<file path="src/rtl/ddp_pkg.sv">
package ddp_pkg;

    typedef enum logic {
        SEL_P0 = 1'b0,
        SEL_P1 = 1'b1
    } sel_state_t;

    typedef enum logic [2:0] {
        PTR_HOLD,
        PTR_WR_LO,
        PTR_WR_HI,
        PTR_LOAD,
        PTR_STEP
    } ptr_op_t;

endpackage

</file>
<file path="src/rtl/ddp_select_fsm.sv">
module ddp_select_fsm
    import ddp_pkg::*;
(
    input  logic clk,
    input  logic rst_n,
    input  logic aux_wr,
    input  logic aux_wbit,
    input  logic aux_inc,
    output logic sel
);

    sel_state_t state_q;
    sel_state_t state_d;

    always_ff @(posedge clk or negedge rst_n) begin
        if (!rst_n) state_q <= SEL_P0;
        else        state_q <= state_d;
    end

    // LOAD_SEL has priority over FLIP
    always_comb begin
        state_d = state_q;
        unique case (state_q)
            SEL_P0: begin
                if (aux_wr)       state_d = aux_wbit ? SEL_P1 : SEL_P0;
                else if (aux_inc) state_d = SEL_P1;
            end
            SEL_P1: begin
                if (aux_wr)       state_d = aux_wbit ? SEL_P1 : SEL_P0;
                else if (aux_inc) state_d = SEL_P0;
            end
        endcase
    end

    always_comb begin
        sel = (state_q == SEL_P1);
    end

endmodule

</file>
<file path="src/rtl/ddp_ptr_reg.sv">
module ddp_ptr_reg
    import ddp_pkg::*;
#(
    parameter int BYTE_W = 8,
    localparam int PTR_W = 2 * BYTE_W
)(
    input  logic              clk,
    input  logic              rst_n,
    input  ptr_op_t           op,
    input  logic [BYTE_W-1:0] byte_in,
    input  logic [PTR_W-1:0]  load_in,
    output logic [PTR_W-1:0]  ptr
);

    logic [PTR_W-1:0] ptr_d;

    always_comb begin
        ptr_d = ptr;
        unique case (op)
            PTR_HOLD:  ptr_d = ptr;
            PTR_WR_LO: ptr_d = {ptr[PTR_W-1:BYTE_W], byte_in};
            PTR_WR_HI: ptr_d = {byte_in, ptr[BYTE_W-1:0]};
            PTR_LOAD:  ptr_d = load_in;
            PTR_STEP:  ptr_d = ptr + PTR_W'(1);
            default:   ptr_d = ptr;
        endcase
    end

    always_ff @(posedge clk or negedge rst_n) begin
        if (!rst_n) ptr <= '0;
        else        ptr <= ptr_d;
    end

endmodule

</file>
<file path="src/rtl/ddp_bank.sv">
module ddp_bank
    import ddp_pkg::*;
#(
    parameter int              BYTE_W   = 8,
    parameter logic [7:0]      LO_ADDR  = 8'h82,
    parameter logic [7:0]      HI_ADDR  = 8'h83,
    parameter logic [7:0]      AUX_ADDR = 8'hA2,
    localparam int             PTR_W    = 2 * BYTE_W,
    localparam int             NUM_PTR  = 2
)(
    input  logic              clk,
    input  logic              rst_n,
    input  logic [7:0]        sfr_addr,
    input  logic              sfr_wr,
    input  logic [BYTE_W-1:0] sfr_wdata,
    output logic [BYTE_W-1:0] sfr_rdata,
    input  logic              aux_inc,
    input  logic              ptr_inc,
    input  logic              ptr_load,
    input  logic [PTR_W-1:0]  load_value,
    output logic [PTR_W-1:0]  mem_addr,
    output logic              sel_out
);

    logic             sel;
    logic             aux_wr;
    ptr_op_t          op_common;
    logic [PTR_W-1:0] ptr_q [NUM_PTR];

    assign aux_wr = sfr_wr && (sfr_addr == AUX_ADDR);

    ddp_select_fsm u_sel (
        .clk      (clk),
        .rst_n    (rst_n),
        .aux_wr   (aux_wr),
        .aux_wbit (sfr_wdata[0]),
        .aux_inc  (aux_inc),
        .sel      (sel)
    );

    // byte write > load > step
    always_comb begin
        if (sfr_wr && sfr_addr == LO_ADDR)      op_common = PTR_WR_LO;
        else if (sfr_wr && sfr_addr == HI_ADDR) op_common = PTR_WR_HI;
        else if (ptr_load)                      op_common = PTR_LOAD;
        else if (ptr_inc)                       op_common = PTR_STEP;
        else                                    op_common = PTR_HOLD;
    end

    for (genvar i = 0; i < NUM_PTR; i++) begin : g_ptr
        ptr_op_t op_i;
        assign op_i = (sel == 1'(i)) ? op_common : PTR_HOLD;

        ddp_ptr_reg #(.BYTE_W(BYTE_W)) u_ptr (
            .clk     (clk),
            .rst_n   (rst_n),
            .op      (op_i),
            .byte_in (sfr_wdata),
            .load_in (load_value),
            .ptr     (ptr_q[i])
        );
    end

    always_comb begin
        mem_addr = ptr_q[sel];
        sel_out  = sel;
        if (sfr_addr == LO_ADDR)       sfr_rdata = mem_addr[BYTE_W-1:0];
        else if (sfr_addr == HI_ADDR)  sfr_rdata = mem_addr[PTR_W-1:BYTE_W];
        else if (sfr_addr == AUX_ADDR) sfr_rdata = {{(BYTE_W-1){1'b0}}, sel};
        else                           sfr_rdata = '0;
    end

endmodule

</file>
<file path="config.mk">
export PLATFORM = sky130hd
export DESIGN_NAME = ddp_bank
export DESIGN_NICKNAME = d
export VERILOG_FILES = /design/src/rtl/ddp_pkg.sv /design/src/rtl/ddp_select_fsm.sv /design/src/rtl/ddp_ptr_reg.sv /design/src/rtl/ddp_bank.sv
export SDC_FILE = /design/constraint.sdc
export NUM_CORES = 1
export LEC_CHECK = 0
export BUFFER_PORTS_ARGS = -buffer_cell sky130_fd_sc_hd__clkbuf_2
export CAP_MARGIN = 20
export CORE_MARGIN = 4
export CORE_UTILIZATION = 55
export DETAILED_ROUTE_END_ITERATION = 6
export GPL_TIMING_DRIVEN = 0
export PLACE_DENSITY = 0.85
export SLEW_MARGIN = 20
export SYNTH_ARGS = -nofsm -noshare
export SYNTH_HDL_FRONTEND = slang
export SYNTH_SLANG_ARGS = --single-unit
</file>
<file path="constraint.sdc">
create_clock -name clk -period 3.1 [get_ports clk]
set_clock_uncertainty 0.15 [all_clocks]
set_input_delay 0.31 -clock clk [delete_from_list [all_inputs] [get_ports clk]]
set_output_delay 0.31 -clock clk [all_outputs]
set_load 0.01 [all_outputs]
</file>
## Word level (Yosys, flattened, before mapping)

Index checks and enable logic that the tools add are counted.

| word-level totals | value |
|---|---|
| register bits | 33 |
| bits of input ports | 38 |
| output and inout bits | 25 |
| word-level logic and storage cells | 56 |

| cells by class | value |
|---|---|
| add/sub/neg operators | 2 |
| order comparisons | 1 |
| equal/unequal tests | 11 |
| multiplexer cells | 20 |
| bitwise logic cells | 6 |
| reduce and logical (&&, ||, !) cells | 11 |

Operators with widths:

| operator | count |
|---|---|
| $pmux W16 S4 | 2 |
| $mux W16 | 3 |
| $add A16 B1 Y16 const B | 2 |
| $eq A8 B8 Y1 const B | 3 |
| $mux W3 | 6 |
| $mux W8 | 2 |
| $eq A3 B2 Y1 const B | 4 |
| $reduce_bool A3 Y1 | 4 |
| $reduce_and A2 Y1 | 4 |
| $eq A3 B1 Y1 const B | 2 |
| $eq A3 B3 Y1 const B | 2 |
| $mux W1 | 6 |
| $not A1 Y1 | 5 |
| $logic_and A1 B1 Y1 | 3 |
| $ge A2 B2 Y1 const B | 1 |
| $not A1 Y2 | 1 |
| $pmux W1 S2 | 1 |

## Depth between registers and ports, before layout

| logic depth | value |
|---|---|
| word-level depth | 8 |
| gate-level depth with buffers | 7 |
| mapped depth without buffers | 6 |

## By module

Synthesis repeated with hierarchy kept, for this count alone.

| unflattened totals | value |
|---|---|
| cell total of the unflattened synthesis | 373 |
| area, all modules | 3110.5 um^2 |

By module, submodules not included:

| module | times used | cells each | area an instance (um^2) | sequential area each (um^2) |
|---|---|---|---|---|
| ddp_ptr_reg | 2 | 152 | 1297.5 | 400.4 |
| ddp_bank | 1 | 65 | 473.0 | 0.0 |
| ddp_select_fsm | 1 | 4 | 42.5 | 25.0 |

## Worst setup path after synthesis

OpenSTA, ideal clock, no wires.

| path | value |
|---|---|
| kind | reg-to-output |
| start point | reg u_sel.state_q (netlist: u_sel.sel) |
| end point | out sfr_rdata[3] |
| arrival | 2.046 ns |
| data required time | 2.640 ns |
| slack | 0.594 ns |
| cell stages (with the launch flop) | 6 |
| path buffers | 3 |
| cell sequence | dfrtp_1 > clkbuf_1 > clkbuf_1 > clkbuf_1 > mux2_2 > a22o_1 |

| between the ends | value |
|---|---|
| elaborated cells on any way between the ends | 6 |
| those cells by class | mux: 5; bitwise: 1 |

RTL lines:

| item | line | source |
|---|---|---|
| start, declared | ddp_select_fsm.sv:12 | `sel_state_t state_q;` |
| start signal, assigned | ddp_select_fsm.sv:17 | `else state_q <= state_d;` |
| $not A1 Y2 (not written as such) | ddp_bank.sv:65 | `mem_addr = ptr_q[sel];` |
| $mux W16 (not written as such) (3 in a row) | ddp_bank.sv:65 |  |
| via mem_addr[3] | ddp_bank.sv:21 | `output logic [PTR_W-1:0] mem_addr,` |
| $mux W8 | ddp_bank.sv:67 | `if (sfr_addr == LO_ADDR) sfr_rdata = mem_addr[BYTE_W-1:0];` |
| end, declared | ddp_bank.sv:16 | `output logic [BYTE_W-1:0] sfr_rdata,` |

The timed path passes the listed nets, and every way through them passes these cells. The select of a mux whose other input is x is not followed.

## Worst setup path in the final report

| path | value |
|---|---|
| start point | reg u_sel.state_q (netlist: u_sel.sel) |
| end point | out sfr_rdata[5] |

| between the ends | value |
|---|---|
| word-level cells in the longest chain between the ends | 6 |

Ends and longest elaborated chain:

| item | line | source |
|---|---|---|
| $not A1 Y2 (not written as such) * | ddp_bank.sv:65 |  |
| $mux W16 (not written as such) * (3 in a row) | ddp_bank.sv:65 |  |
| $mux W8 | ddp_bank.sv:68 | `else if (sfr_addr == HI_ADDR) sfr_rdata = mem_addr[PTR_W-1:BYTE_W];` |
| $mux W8 * | ddp_bank.sv:67 |  |

Every way passes the cells marked *; elsewhere a longest branch is shown, timed or not. The select of a mux whose other input is x is not followed.

==> metrics.txt <==
I/O pin count 63; number of core rows 25; actual transition at the worst max-transition pin 1.06 ns; worst min-delay path class in -> reg; number of endpoints failing setup at the final stage 0; aggregate global-route resource usage 32.2%; Mapped Cells 315; iteration count of the initial detailed-routing pass 7; area of placed instances 3080 um^2; arrival time worst endpoint 2.38 ns; share of final-layout standard cells stronger than drive strength 1 25.6%; unrepaired setup endpoints after global routing no; area of the die 6060 um^2; die outline width 77.8 um; clock input transition at the sequential cells of the worst setup and hold paths 0.07 ns; time the final worst path needs with I/O delays and setup 2.84 ns; peak ir drop on the vdd network 0.000351 V; Total Nets Final 425; Crit Path Class reg -> out; maximum capacitance violations 0; reg-to-reg startpoint u_sel.sel$_DFF_PN0_; buffer levels on the longest clock path 2; data required time at the worst endpoint 2.64 ns; final routed wirelength across all metal layers 9410 um; via count of the first global-routing pass 2994; post-CTS setup buffers 0; kind of end point of the critical path output pin; cell taking the most area after synthesis dfrtp_1; share of async-settable or async-resettable flops after synthesis 100%; TritonCTS clock tree done; hold violation count in the final report 0; end of the critical path sfr_rdata[5]; Area Growth Syn to Fin 19.5%; FF-to-FF End g_ptr[1].u_ptr.ptr[1]$_DFFE_PN0P_; fillers 382; sequential share of the synthesized area 30.8%; post-route core utilization 67.9%; Reg2Reg Setup Slack 0.51 ns; Period Utilization, post-route 91.7%; die boundary height 77.8 um; initial core utilization 56.8%; critical path cell sequence clkbuf_1 > clkbuf_2 > clkbuf_2 > mux2_2 > a22o_1 > clkbuf_2; violations in the final reports design-rule violations; setup TNS 0 ns; launch point of the critical path u_sel.sel$_DFF_PN0_; number of H-tree branching levels 2; number of cell instances on the worst register-to-register path 6; average wire per cell in the routed design 20.8 um; most frequent standard cell in the layout excluding fill and tap cells clkbuf_2; mapped cell area 2680 um^2; post-synthesis sequential element count 33; clock buffers created by TritonCTS 5; cell with the most instances on the worst path clkbuf_2; routed vias/inst 6.83; HPWL after detailed placement 7060 um; post-route worst hold slack 0.106 ns; maximum operating frequency 352 MHz; pin count of the biggest net entering global routing 34; Worst Setup Start Kind flip-flop; standby leakage power 1.32 nW; count of distinct cell types in the synthesized netlist 57; number of antenna repair diodes 0; worst slew slack as a fraction of its limit 28.9%; Clock Sinks 33; cells taking the most area after synthesis dfrtp_1 31%, mux2_2 6.3%, a22oi_1 4.8%, nand3_1 3.7%, nand2_1 3.6%; cell with the largest stage delay on the worst path mux2_2; sequential cell area in the final layout 826 um^2; commonest non-fill, non-tap cells in the layout 65 x clkbuf_2, 33 x dfrtp_1, 26 x nand2_1; routability congestion estimate 0.968; count of warnings emitted by yosys 0; quantity of I/O buffers inserted on ports 62; CP max stage delay 0.41 ns; Slew Viols, Final 0; Worst-Skew Late Latency 0.29 ns; area of the multi-input gates 1750 um^2; antenna violations before repair 0; Yosys top cell area share 30.8%; cell at the root of the clock tree clkbuf_8; overflow left after global routing 0; synthesized area divided by synthesized cell count 8.52 um^2; post-route cell area 3210 um^2; Post-Syn Nets 355; number of enable-type register cells in the synthesized netlist 0; DRC violations left 2; Antenna Nets Post-Route 0; drt first-iter violations 531; via total after detailed routing 3096; highest fanout seen on the critical path 10; global-route wire length before repair 15300 um; Power Dens Cells 880 nW/um^2; Core Area 4720 um^2; prevailing post-synth register cell dfrtp_1; result of the run complete, but fails checks
metal layers:
layer / track usage (%) / vias up / share of wire [%]
met5: 0 / - / 0
met4: 14.9 / 0 / 4.1
met1: 41.4 / 1435 / 39
met2: 50.6 / 233 / 45
met3: 7.77 / 34 / 12
li1: - / 1394 / -
registers in the layout (all words and copies together) (netlist names):
register and cells:
g_ptr.u_ptr.ptr 32, u_sel.sel 1
metrics by stage:
step | worst slack (ns) | cells | total power [mW]
3_3_place_gp | 0.265 | 444 | 2.32
2_1_floorplan | 0.594 | 315 | 1.82
4_1_cts | 0.0266 | 453 | 2.78
5_1_grt | 0.126 | 453 | 3.01
6_report | 0.257 | 453 | 2.82
3_5_place_dp | 0.247 | 444 | 2.34
timing repair:
action	4_1_cts	5_1_grt
endpoints found under the hold margin	21	0
resized for setup	1	4
endpoints found under the setup margin	5	5
gates cloned	0	0
hold buffers	1	0
worst max-delay path: cells and delay by family (launching register included):
| family | cells | cell delay, ns |
|---|---|---|
| buf+inv | 4 | 1.10 |
| flops | 1 | 0.35 |
| mux | 1 | 0.41 |
| compound gates | 1 | 0.23 |
where the power goes:
part / internal (mW) / switching, mW / total, mW
Clock: 0.262 / 0.165 / 0.427
Sequential: 0.634 / 0.312 / 0.946
Combinational: 0.615 / 0.835 / 1.45
Total: 1.51 / 1.31 / 2.82
worst min path at each step:
stage          startpoint                                 end  slack [ns]  depth (start not counted)
2_1_floorplan       rst_n   g_ptr[0].u_ptr.ptr[0]$_DFFE_PN0P_       -0.14                          0
3_3_place_gp        rst_n  g_ptr[1].u_ptr.ptr[10]$_DFFE_PN0P_        0.30                          1
3_5_place_dp        rst_n  g_ptr[1].u_ptr.ptr[10]$_DFFE_PN0P_        0.30                          1
4_1_cts            sfr_wr                 u_sel.sel$_DFF_PN0_        0.11                          2
5_1_grt            sfr_wr                 u_sel.sel$_DFF_PN0_        0.13                          2
6_report           sfr_wr                 u_sel.sel$_DFF_PN0_        0.11                          2
cell usage after synthesis, types with 3 or more instances:
master	number
nand3_1	20
o41ai_1	3
a22oi_1	17
nor3_1	11
nand2_1	26
a21oi_1	12
clkbuf_1	17
and3_1	7
inv_1	6
a222oi_1	6
dfrtp_1	33
o21ai_1	8
nand4_1	5
xnor2_1	6
xor2_1	4
nor2_1	14
a31oi_1	9
o21ai_0	19
a211oi_1	4
o211ai_1	13
o31ai_1	3
mux2_2	15
nand2b_1	3
a22o_1	9
and4_1	3
cells by family after synthesis:
| logic type | Yosys count | share of synthesized area [%] |
|---|---|---|
| adders and majority gates | 2 | 0.933 |
| and+or+nand+nor | 106 | 22.4 |
| xor gates and xnor gates | 10 | 3.26 |
| AOI/OAI and AO/OA | 123 | 32.5 |
| DFF | 33 | 30.8 |
| muxes | 15 | 6.30 |
| buffers and inverters | 26 | 3.87 |
final cells by class:
class,instances,share of cell area (%)
Multi-Input combinational cell,256,54.7
Inverter,6,0.702
Sequential cell,33,25.8
Clock inverter,1,0.936
Tap cell,67,2.61
Buffer,20,2.65
Clock buffer,7,2.69
Timing Repair Buffer,63,9.99
(Power assumes the default switching activity.)
